$ cat src/rtl/scan_seq_pkg.sv
package scan_seq_pkg;
  localparam int NUM_WIN = 2;
  typedef enum logic {WIN_0 = 1'b0, WIN_1 = 1'b1} win_e;
endpackage

$ cat src/rtl/scan_addr_calc.sv
module scan_addr_calc #(
  parameter int ADDR_W  = 32,
  parameter int COORD_W = 12,
  parameter int PITCH_W = 16,
  parameter int BPP_W   = 3
) (
  input  logic [ADDR_W-1:0]  buf_addr,
  input  logic [ADDR_W-1:0]  plane_off,
  input  logic [COORD_W-1:0] x_off,
  input  logic [COORD_W-1:0] y_off,
  input  logic [PITCH_W-1:0] pitch,
  input  logic [BPP_W-1:0]   bpp,
  input  logic [COORD_W-1:0] lines,
  output logic [ADDR_W-1:0]  start_addr,
  output logic [ADDR_W-1:0]  end_addr
);
  logic [ADDR_W-1:0] row_bytes, col_bytes, span_bytes;

  always_comb begin
    row_bytes  = ADDR_W'(y_off) * ADDR_W'(pitch);
    col_bytes  = ADDR_W'(x_off) * ADDR_W'(bpp);
    span_bytes = ADDR_W'(lines) * ADDR_W'(pitch);
    start_addr = buf_addr + plane_off + row_bytes + col_bytes;
    end_addr   = start_addr + span_bytes;
  end
endmodule

$ cat src/rtl/scan_window_bank.sv
module scan_window_bank
  import scan_seq_pkg::*;
#(
  parameter int ADDR_W = 32
) (
  input  logic                             clk,
  input  logic                             rst_n,
  input  logic                             direct_wr,
  input  logic                             shadow_wr,
  input  logic [ADDR_W-1:0]                new_base,
  input  logic [ADDR_W-1:0]                new_ceil,
  input  logic [NUM_WIN-1:0]               eof_evt,
  output logic [NUM_WIN-1:0][ADDR_W-1:0]   live_base,
  output logic [NUM_WIN-1:0][ADDR_W-1:0]   live_ceil
);
  for (genvar w = 0; w < NUM_WIN; w++) begin : g_win
    logic [ADDR_W-1:0] base_q, base_d, ceil_q, ceil_d;
    logic [ADDR_W-1:0] shd_base_q, shd_base_d, shd_ceil_q, shd_ceil_d;
    logic              stale_q, stale_d;

    always_comb begin
      base_d     = base_q;
      ceil_d     = ceil_q;
      shd_base_d = shd_base_q;
      shd_ceil_d = shd_ceil_q;
      stale_d    = stale_q;
      if (direct_wr) begin
        base_d     = new_base;
        ceil_d     = new_ceil;
        shd_base_d = new_base;
        shd_ceil_d = new_ceil;
        stale_d    = 1'b0;
      end else begin
        if (eof_evt[w] && stale_q) begin
          base_d  = shd_base_q;
          ceil_d  = shd_ceil_q;
          stale_d = 1'b0;
        end
        if (shadow_wr) begin
          shd_base_d = new_base;
          shd_ceil_d = new_ceil;
          stale_d    = 1'b1;
        end
      end
    end

    always_ff @(posedge clk or negedge rst_n) begin
      if (!rst_n) begin
        base_q     <= '0;
        ceil_q     <= '0;
        shd_base_q <= '0;
        shd_ceil_q <= '0;
        stale_q    <= 1'b0;
      end else begin
        base_q     <= base_d;
        ceil_q     <= ceil_d;
        shd_base_q <= shd_base_d;
        shd_ceil_q <= shd_ceil_d;
        stale_q    <= stale_d;
      end
    end

    assign live_base[w] = base_q;
    assign live_ceil[w] = ceil_q;
  end
endmodule

$ cat src/rtl/scan_fetch_ctrl.sv
module scan_fetch_ctrl
  import scan_seq_pkg::*;
#(
  parameter int ADDR_W     = 32,
  parameter int WORD_BYTES = 8
) (
  input  logic                           clk,
  input  logic                           rst_n,
  input  logic                           raster_en,
  input  logic                           fetch_ready,
  input  logic [NUM_WIN-1:0][ADDR_W-1:0] live_base,
  input  logic [NUM_WIN-1:0][ADDR_W-1:0] live_ceil,
  output logic                           fetch_valid,
  output logic [ADDR_W-1:0]              cur_addr,
  output logic [NUM_WIN-1:0]             eof_evt
);
  logic              run_q, run_d;
  win_e              act_q, act_d, other;
  logic [ADDR_W-1:0] cur_q, cur_d, next_word;

  always_comb begin
    run_d     = raster_en;
    act_d     = act_q;
    cur_d     = cur_q;
    eof_evt   = '0;
    other     = (act_q == WIN_0) ? WIN_1 : WIN_0;
    next_word = cur_q + ADDR_W'(WORD_BYTES);
    if (!run_q) begin
      act_d = WIN_0;
      cur_d = live_base[WIN_0];
    end else if (fetch_ready) begin
      if (next_word >= live_ceil[act_q]) begin
        eof_evt[act_q] = 1'b1;
        act_d          = other;
        cur_d          = live_base[other];
      end else begin
        cur_d = next_word;
      end
    end
  end

  always_ff @(posedge clk or negedge rst_n) begin
    if (!rst_n) begin
      run_q <= 1'b0;
      act_q <= WIN_0;
      cur_q <= '0;
    end else begin
      run_q <= run_d;
      act_q <= act_d;
      cur_q <= cur_d;
    end
  end

  assign fetch_valid = run_q;
  assign cur_addr    = cur_q;
endmodule

$ cat src/rtl/scan_flip_track.sv
module scan_flip_track (
  input  logic clk,
  input  logic rst_n,
  input  logic upd_valid,
  input  logic raster_en,
  input  logic frame_end,
  output logic direct_wr,
  output logic shadow_wr,
  output logic flip_done,
  output logic upd_busy
);
  logic pend_q, pend_d, done_q, done_d, busy_q, busy_d;
  logic take;

  always_comb begin
    take      = upd_valid && !pend_q;
    direct_wr = take && !raster_en;
    shadow_wr = take && raster_en;
    pend_d    = pend_q;
    if (shadow_wr)      pend_d = 1'b1;
    else if (frame_end) pend_d = 1'b0;
    done_d = pend_q && frame_end;
    busy_d = upd_valid && pend_q;
  end

  always_ff @(posedge clk or negedge rst_n) begin
    if (!rst_n) begin
      pend_q <= 1'b0;
      done_q <= 1'b0;
      busy_q <= 1'b0;
    end else begin
      pend_q <= pend_d;
      done_q <= done_d;
      busy_q <= busy_d;
    end
  end

  assign flip_done = done_q;
  assign upd_busy  = busy_q;
endmodule

$ cat src/rtl/scan_dual_fb_seq.sv
module scan_dual_fb_seq
  import scan_seq_pkg::*;
#(
  parameter int ADDR_W     = 32,
  parameter int COORD_W    = 12,
  parameter int PITCH_W    = 16,
  parameter int BPP_W      = 3,
  parameter int WORD_BYTES = 8
) (
  input  logic                                  clk,
  input  logic                                  rst_n,
  input  logic                                  raster_en,
  input  logic                                  upd_valid,
  input  logic [ADDR_W-1:0]                     upd_buf_addr,
  input  logic [ADDR_W-1:0]                     upd_plane_off,
  input  logic [COORD_W-1:0]                    upd_x,
  input  logic [COORD_W-1:0]                    upd_y,
  input  logic [PITCH_W-1:0]                    upd_pitch,
  input  logic [BPP_W-1:0]                      upd_bpp,
  input  logic [COORD_W-1:0]                    upd_lines,
  output logic                                  upd_busy,
  input  logic                                  fetch_ready,
  output logic                                  fetch_valid,
  output logic [ADDR_W-$clog2(WORD_BYTES)-1:0]  fetch_addr,
  input  logic [1:0]                            eof_clr,
  output logic [1:0]                            eof_flag,
  output logic                                  flip_done
);
  localparam int WORD_SHIFT = $clog2(WORD_BYTES);
  localparam int FA_W       = ADDR_W - WORD_SHIFT;

  logic [1:0]                     rst_sync_q;
  logic                           rst_int_n;
  logic [ADDR_W-1:0]              calc_start, calc_end, cur_addr;
  logic [NUM_WIN-1:0][ADDR_W-1:0] live_base, live_ceil;
  logic [NUM_WIN-1:0]             eof_evt;
  logic                           direct_wr, shadow_wr;
  logic [1:0]                     flag_q, flag_d;

  always_ff @(posedge clk or negedge rst_n) begin
    if (!rst_n) rst_sync_q <= 2'b00;
    else        rst_sync_q <= {rst_sync_q[0], 1'b1};
  end
  assign rst_int_n = rst_sync_q[1];

  scan_addr_calc #(
    .ADDR_W(ADDR_W), .COORD_W(COORD_W), .PITCH_W(PITCH_W), .BPP_W(BPP_W)
  ) u_calc (
    .buf_addr  (upd_buf_addr),
    .plane_off (upd_plane_off),
    .x_off     (upd_x),
    .y_off     (upd_y),
    .pitch     (upd_pitch),
    .bpp       (upd_bpp),
    .lines     (upd_lines),
    .start_addr(calc_start),
    .end_addr  (calc_end)
  );

  scan_flip_track u_flip (
    .clk      (clk),
    .rst_n    (rst_int_n),
    .upd_valid(upd_valid),
    .raster_en(raster_en),
    .frame_end(|eof_evt),
    .direct_wr(direct_wr),
    .shadow_wr(shadow_wr),
    .flip_done(flip_done),
    .upd_busy (upd_busy)
  );

  scan_window_bank #(.ADDR_W(ADDR_W)) u_bank (
    .clk      (clk),
    .rst_n    (rst_int_n),
    .direct_wr(direct_wr),
    .shadow_wr(shadow_wr),
    .new_base (calc_start),
    .new_ceil (calc_end),
    .eof_evt  (eof_evt),
    .live_base(live_base),
    .live_ceil(live_ceil)
  );

  scan_fetch_ctrl #(.ADDR_W(ADDR_W), .WORD_BYTES(WORD_BYTES)) u_fetch (
    .clk        (clk),
    .rst_n      (rst_int_n),
    .raster_en  (raster_en),
    .fetch_ready(fetch_ready),
    .live_base  (live_base),
    .live_ceil  (live_ceil),
    .fetch_valid(fetch_valid),
    .cur_addr   (cur_addr),
    .eof_evt    (eof_evt)
  );

  always_comb flag_d = (flag_q & ~eof_clr) | eof_evt;

  always_ff @(posedge clk or negedge rst_int_n) begin
    if (!rst_int_n) flag_q <= 2'b00;
    else            flag_q <= flag_d;
  end

  assign eof_flag   = flag_q;
  assign fetch_addr = cur_addr[ADDR_W-1:WORD_SHIFT];
endmodule

$ cat config.mk
export PLATFORM = sky130hd
export DESIGN_NAME = scan_dual_fb_seq
export DESIGN_NICKNAME = d
export VERILOG_FILES = /design/src/rtl/scan_seq_pkg.sv /design/src/rtl/scan_addr_calc.sv /design/src/rtl/scan_window_bank.sv /design/src/rtl/scan_fetch_ctrl.sv /design/src/rtl/scan_flip_track.sv /design/src/rtl/scan_dual_fb_seq.sv
export SDC_FILE = /design/constraint.sdc
export NUM_CORES = 2
export LEC_CHECK = 0
export BUFFER_PORTS_ARGS = -buffer_cell sky130_fd_sc_hd__buf_2
export CELL_PAD_IN_SITES_DETAIL_PLACEMENT = 2
export CELL_PAD_IN_SITES_GLOBAL_PLACEMENT = 2
export CORE_AREA = 2 2 233 350
export CTS_CLUSTER_SIZE = 25
export DETAILED_ROUTE_END_ITERATION = 12
export DIE_AREA = 0 0 235 352
export GPL_TIMING_DRIVEN = 1
export PLACE_DENSITY = 0.75
export SYNTH_ARGS = -nofsm -noshare
export SYNTH_HDL_FRONTEND = slang
export SYNTH_HIERARCHICAL = 1
export SYNTH_SLANG_ARGS = --single-unit
$ cat constraint.sdc
create_clock -name clk -period 6.5 [get_ports clk]
set_input_delay 0.325 -clock clk [delete_from_list [all_inputs] [get_ports clk]]
set_output_delay 0.325 -clock clk [all_outputs]
set_load 0.01 [all_outputs]
Word-level counts from Yosys, hierarchy flattened
Index checks and enable logic that the tools add are counted.
{"block": "classes", "n_eq_ne": 2, "n_lt_le_gt_ge": 4, "n_shift": 0, "mul": 3, "reduce_logical": 18, "mux": 36, "n_div": 0, "bitwise": 3, "addsub": 5}
{"op": "$mux W32", "n": 19}
{"op": "$add A32 B28 Y32", "n": 2}
{"op": "$mul A12 B16 Y28", "n": 2}
{"op": "$add A32 B15 Y32", "n": 1}
{"op": "$add A32 B32 Y32", "n": 1}
{"op": "$add A32 B4 Y32 const B", "n": 1}
{"op": "$ge A32 B32 Y1", "n": 1}
{"op": "$mul A12 B3 Y15", "n": 1}
{"op": "$mux W1", "n": 13}
{"op": "$logic_and A1 B1 Y1", "n": 8}
{"op": "$reduce_bool A2 Y1", "n": 4}
{"op": "$mux W2", "n": 3}
{"op": "$reduce_bool A3 Y1", "n": 2}
{"op": "$lt A1 B2 Y1 const B", "n": 2}
{"op": "$ne A2 B2 Y1 const B", "n": 2}
{"op": "$and A2 B2 Y2", "n": 1}
{"op": "$logic_not A1 Y1", "n": 2}
{"op": "$not A2 Y2", "n": 1}
{"op": "$or A2 B2 Y2", "n": 1}
{"op": "$reduce_and A2 Y1", "n": 1}
{"op": "$reduce_or A2 Y1", "n": 1}
{"op": "$demux W1 S1", "n": 1}
{"op": "$ge A1 B1 Y1 const B", "n": 1}
{"block": "totals", "ff_bits": 235, "romBits": 0, "mem_bits_rw": 0, "wordCells": 87, "latch_bits": 0, "mem_count": 0}

Logic depth before layout (Yosys ltp)
{"block": "logic_depth", "ltp_word": 11, "mapped_depth": 43, "mapped_depth_nobuf": 41}

Hierarchy
The synthesis kept the hierarchy.
{"module": "scan_addr_calc", "n_inst": 1, "cells_per_inst": 1896, "seq_area_each_um2": 0.0, "area_per_inst_um2": 16443.3}
{"module": "scan_window_bank", "n_inst": 1, "cells_per_inst": 727, "seq_area_each_um2": 4854.7, "area_per_inst_um2": 8747.1}
{"module": "scan_fetch_ctrl", "n_inst": 1, "cells_per_inst": 429, "seq_area_each_um2": 850.8, "area_per_inst_um2": 3811.2}
{"module": "scan_dual_fb_seq", "n_inst": 1, "cells_per_inst": 10, "seq_area_each_um2": 100.1, "area_per_inst_um2": 132.6}
{"module": "scan_flip_track", "n_inst": 1, "cells_per_inst": 9, "seq_area_each_um2": 75.1, "area_per_inst_um2": 115.1}

Least setup slack after synthesis
Ideal clock, no wire load.
{"block": "synth_timing", "path_kind": "in2reg", "start": "input upd_bpp[0]", "end": "register u_bank.g_win[1].shd_ceil_q[30]", "arrival_ns": 9.421, "slack_ns": -3.046, "stages": 36, "cell_sequence": "clkbuf_1 nand2_1 fa_1 fa_1 fa_1 inv_1 fa_1 fa_1 inv_1 fa_1 inv_1 ha_1 a2111oi_4 o21ai_2 a41oi_2 o21ai_2 o21a_1 nor2_1 xnor2_1 fa_1 inv_1 fa_1 fa_1 fa_1 inv_1 ha_1 and3_1 and4_1 nand3_1 o211ai_2 a21oi_2 o211ai_2 nor4_1 o31ai_1 xor2_1 mux2_2"}
{"block": "synth_via", "elab_chain_cells": 5}
{"item": "start: declaration", "line": "scan_dual_fb_seq.sv:19", "source": "input logic [BPP_W-1:0] upd_bpp,"}
{"item": "$mul A12 B3 Y15 (*)", "line": "scan_addr_calc.sv:21", "source": "col_bytes = ADDR_W'(x_off) * ADDR_W'(bpp);"}
{"item": "$add A32 B15 Y32 (*)", "line": "scan_addr_calc.sv:23", "source": "start_addr = buf_addr + plane_off + row_bytes + col_bytes;"}
{"item": "named net calc_start[16]", "line": "scan_dual_fb_seq.sv:34", "source": "logic [ADDR_W-1:0] calc_start, calc_end, cur_addr;"}
{"item": "$add A32 B28 Y32 (*)", "line": "scan_addr_calc.sv:24", "source": "end_addr = start_addr + span_bytes;"}
{"item": "named net calc_end[30]", "line": "scan_dual_fb_seq.sv:34"}
{"item": "$mux W32", "line": "scan_window_bank.sv:39", "source": "if (shadow_wr) begin"}
{"item": "$mux W32 (*)", "line": "scan_window_bank.sv:27", "source": "if (direct_wr) begin"}
{"item": "end signal: assignment", "line": "scan_window_bank.sv:58", "source": "shd_ceil_q <= shd_ceil_d;"}
{"item": "end: declaration", "line": "scan_window_bank.sv:18", "source": "logic [ADDR_W-1:0] shd_base_q, shd_base_d, shd_ceil_q, shd_ceil_d;"}
Mark *: on every way through the listed nets, which the timed path passes. The rest lies on a longest branch. The select of a mux whose other input is x is not followed.
A chain may end at the register's enable or synchronous reset.

Final worst setup path
{"block": "layout_timing", "start": "input upd_y[2]", "end": "register u_bank.g_win[1].shd_ceil_q[29]"}
{"block": "layout_via", "elab_chain_cells": 6}
{"item": "start: declaration", "line": "scan_dual_fb_seq.sv:17", "source": "input logic [COORD_W-1:0] upd_y,"}
{"item": "$mul A12 B16 Y28 (*)", "line": "scan_addr_calc.sv:20", "source": "row_bytes = ADDR_W'(y_off) * ADDR_W'(pitch);"}
{"item": "$add A32 B28 Y32 (*)", "line": "scan_addr_calc.sv:23"}
{"item": "$add A32 B15 Y32 (*)", "line": "scan_addr_calc.sv:23"}
{"item": "named net calc_start[14]", "line": "scan_dual_fb_seq.sv:34"}
{"item": "$add A32 B28 Y32 (*)", "line": "scan_addr_calc.sv:24"}
{"item": "named net calc_end[29]", "line": "scan_dual_fb_seq.sv:34"}
{"item": "$mux W32", "line": "scan_window_bank.sv:39"}
{"item": "$mux W32 (*)", "line": "scan_window_bank.sv:27"}
Marked as above.

==> summary.md <==
| Metric | Value |
|---|---|
| Status | finished with violations |
| Violated checks | negative setup slack |
| Placer Congestion | 0.834 |
| FP Rows | 127 |
| Congestion Overflow GR | 0 |
| Syn avg cell area | 9.52 um^2 |
| 1st-iter DRT viols | 1272 |
| IO Pins | 160 |
| Final Slew Violations | 0 |
| Antenna-violating nets left | 0 |
| Initial antenna violation count | 1 |
| Post-DP HPWL | 76700 um |
| Yosys top cell by area | fa_1 |
| First-pass GRT wire length | 163000 um |
| Warnings from Yosys | 6 |
| Final period util | 146% |
| Clk root buf | clkbuf_16 |
| Core Box Area | 0.0796 mm^2 |
| Hold depth | 3 |
| Critical Path RT | 6920 ps |
| Syn_nets | 3811 |
| Inst Count DP | 4353 |
| First-pass detailed-route iteration total | 5 |
| Routed length per instance | 25.1 um |
| Dpl cell area | 0.0328 mm^2 |
| Die area | 0.0827 mm^2 |
| Die H | 352 um |
| Startpoint type of the worst setup path | input pin |
| Total track usage | 24.8% |
| RSZ-0062 raised after global routing | yes |
| CP Max Fanout | 8 |
| Routed WL | 112000 um |
| Design area | 0.0358 mm^2 |
| Post-route DRC | 0 |
| Deepest clock path buffer count | 3 |
| Crit path time final | 9510 ps |
| CTS H-Tree Depth | 1 |
| Initial Util | 36.7% |
| Hold Crit Class | input pin to flop |
| Clk sinks | 235 |
| CP dominant cell by count | fa_1 |
| Synth Flop Type | dfrtp_1 |
| Area grow syn2layout | 22.4% |
| Top cells by area, synth | fa_1 27%, dfrtp_1 20%, ha_1 9.3%, inv_1 6.9%, a211oi_1 6.8% |
| Hold Violations, Final | 0 |
| Slowest stage delay, CP | 600 ps |
| Most numerous cell in the Yosys netlist | inv_1 |
| Synth cell count leaders | 535 x inv_1, 396 x fa_1, 319 x nand2_1, 264 x a211oi_1, 235 x dfrtp_1 |
| WS Path Type | input pin to flop |
| DP Worst Slack | -3760 ps |
| Fill count | 8330 |
| Routed vias/inst | 5.42 |
| Unique cell type count in the Yosys netlist | 78 |
| Largest net degree at the start of global routing | 260 |
| Mapped Area | 0.0292 mm^2 |
| IO Port Bufs | 159 |
| Layout cell share with drive strength beyond 1 | 27.8% |
| Worst rel slew slack | 20.2% |
| Synth Register Bits | 235 |
| Fmax | 105 MHz |
| Asr flop ratio synth | 100% |
| Post-synth EDFFs | 0 |
| Clock-pin slew on the worst setup and hold paths | 70 ps |
| CTS Buf Count | 23 |
| Non-filler cells, final | 4449 |
| Sequential area share after synthesis | 20.1% |
| Data arrival time of the worst path | 9930 ps |
| Critical-path top delay cell | fa_1 |
| Yosys top cell area share | 27.1% |
| Worst skew pair latency | 550 ps |
| Final Setup Violations | 81 |
| Measured slew at the worst slew-check pin | 1200 ps |
| Maxcap violations | 0 |
| PnR worst setup slack | -3010 ps |
| Clk_skew | 16.8 ps |
| Vias in the first global route | 29500 |
| Synth Instances | 3071 |
| Die X | 235 um |
| # nets final | 4140 |
| CTS tree | built |
| Cell depth of the worst flop-to-flop path | 15 |
| Worst Setup End Kind | flop |
| Vias | 24100 |
==> critical path, delay by kind of cell <==
family / cells / cell delay (ps)
buf+inv: 9 / 720
compound gates: 12 / 2340
mux: 1 / 260
fa+ha+maj: 12 / 5750
simple gates: 4 / 520
==> layout by cell type (no fill, tap or decap), types with 21 or more instances in the layout <==
cell type and count:
a21oi_1 41, and2_4 22, a31oi_1 21, xnor2_1 24
nand2_1 312, o21ai_1 28, a21oi_2 23, buf_4 268
buf_6 45, dfrtp_1 230, and2_1 135, fa_1 385
xnor2_2 21, a211oi_2 44, mux2i_1 62, clkbuf_16 23
a211oi_1 218, ha_1 188, nor2b_1 61, nor2b_2 22
inv_2 46, buf_2 142, ha_4 27, nand3_1 24
nor2_1 97, inv_1 491, mux2_2 85
==> kinds of logic after synthesis <==
family | after synthesis | share of synthesized area, %
simple gates | 780 | 13.1
fa+ha+maj | 614 | 36.4
buf+inv | 704 | 10.0
compound gates | 503 | 12.1
other cells | 1 | 0.0128
mux | 155 | 5.70
flops | 235 | 20.1
xor+xnor | 79 | 2.44
==> state kept, by name, summed over array words and instances, names as in the netlist, 2 cells and up <==
name	count
u_bank/g_win.stale_q	2
u_bank/g_win.shd_ceil_q	32
u_bank/g_win.ceil_q	64
u_bank/g_win.base_q	64
rst_sync_q	2
u_bank/g_win.shd_base_q	32
u_fetch/cur_addr	32
eof_flag	2
==> metal layers <==
layer	vias to the layer above	share of wire, %	wire, um	global-route usage (%)
met5	-	0	0	0
met4	0	3.8	4220	8.84
met3	233	2.0	2240	1.43
met2	490	57	64200	50.6
met1	12800	37	41200	26.4
li1	10600	-	-	-
==> metrics by stage <==
| step | TNS, ps | hold slack, ps | util [%] |
|---|---|---|---|
| 6_report | -173220 | 48.2 | 45.0 |
| 5_1_grt | -193160 | 39.6 | 45.0 |
| 4_1_cts | -154390 | 25.5 | 43.8 |
| 3_5_place_dp | -231700 | 115 | 41.2 |
| 3_3_place_gp | -201200 | 111 | 41.2 |
| 2_1_floorplan | -142250 | 29.4 | - |
==> layout make-up <==
type	instances	area (um^2)	share of cell area (%)
antenna	1	2.50	0.00699
clock inverter	11	163	0.454
sequential	235	5890	16.5
tap	1032	1290	3.61
clock buffer	30	652	1.82
timing repair buffer	471	3500	9.77
inverter	537	2020	5.63
multi-input combinational	2132	22300	62.3
==> worst paths after layout <==
check                                    start                              to  slack [ps]
min in group asynchronous                rst_n                   rst_sync_q[0]          90
hold / removal                      eof_clr[1]                     eof_flag[1]          50
setup reg to reg           u_fetch/cur_addr[3]      u_bank/g_win[1].ceil_q[10]         700
max in group asynchronous        rst_sync_q[1]                   u_fetch/act_q        4910
hold reg to reg                  rst_sync_q[1]      u_bank/g_win[1].base_q[30]         280
setup / recovery                      upd_y[2]  u_bank/g_win[1].shd_ceil_q[29]       -3010
==> timing repair <==
action | 4_1_cts | 5_1_grt
pin swaps | 105 | 89
hold buffers | 2 | 0
setup endpoints to repair | 90 | 103
buffers inserted | 42 | 26
endpoints found under the hold margin | 3 | 0
resized for setup | 220 | 180
Power is not shown: default switching activity piles up to over one toggle a cycle in this logic, so the estimate is an artifact.
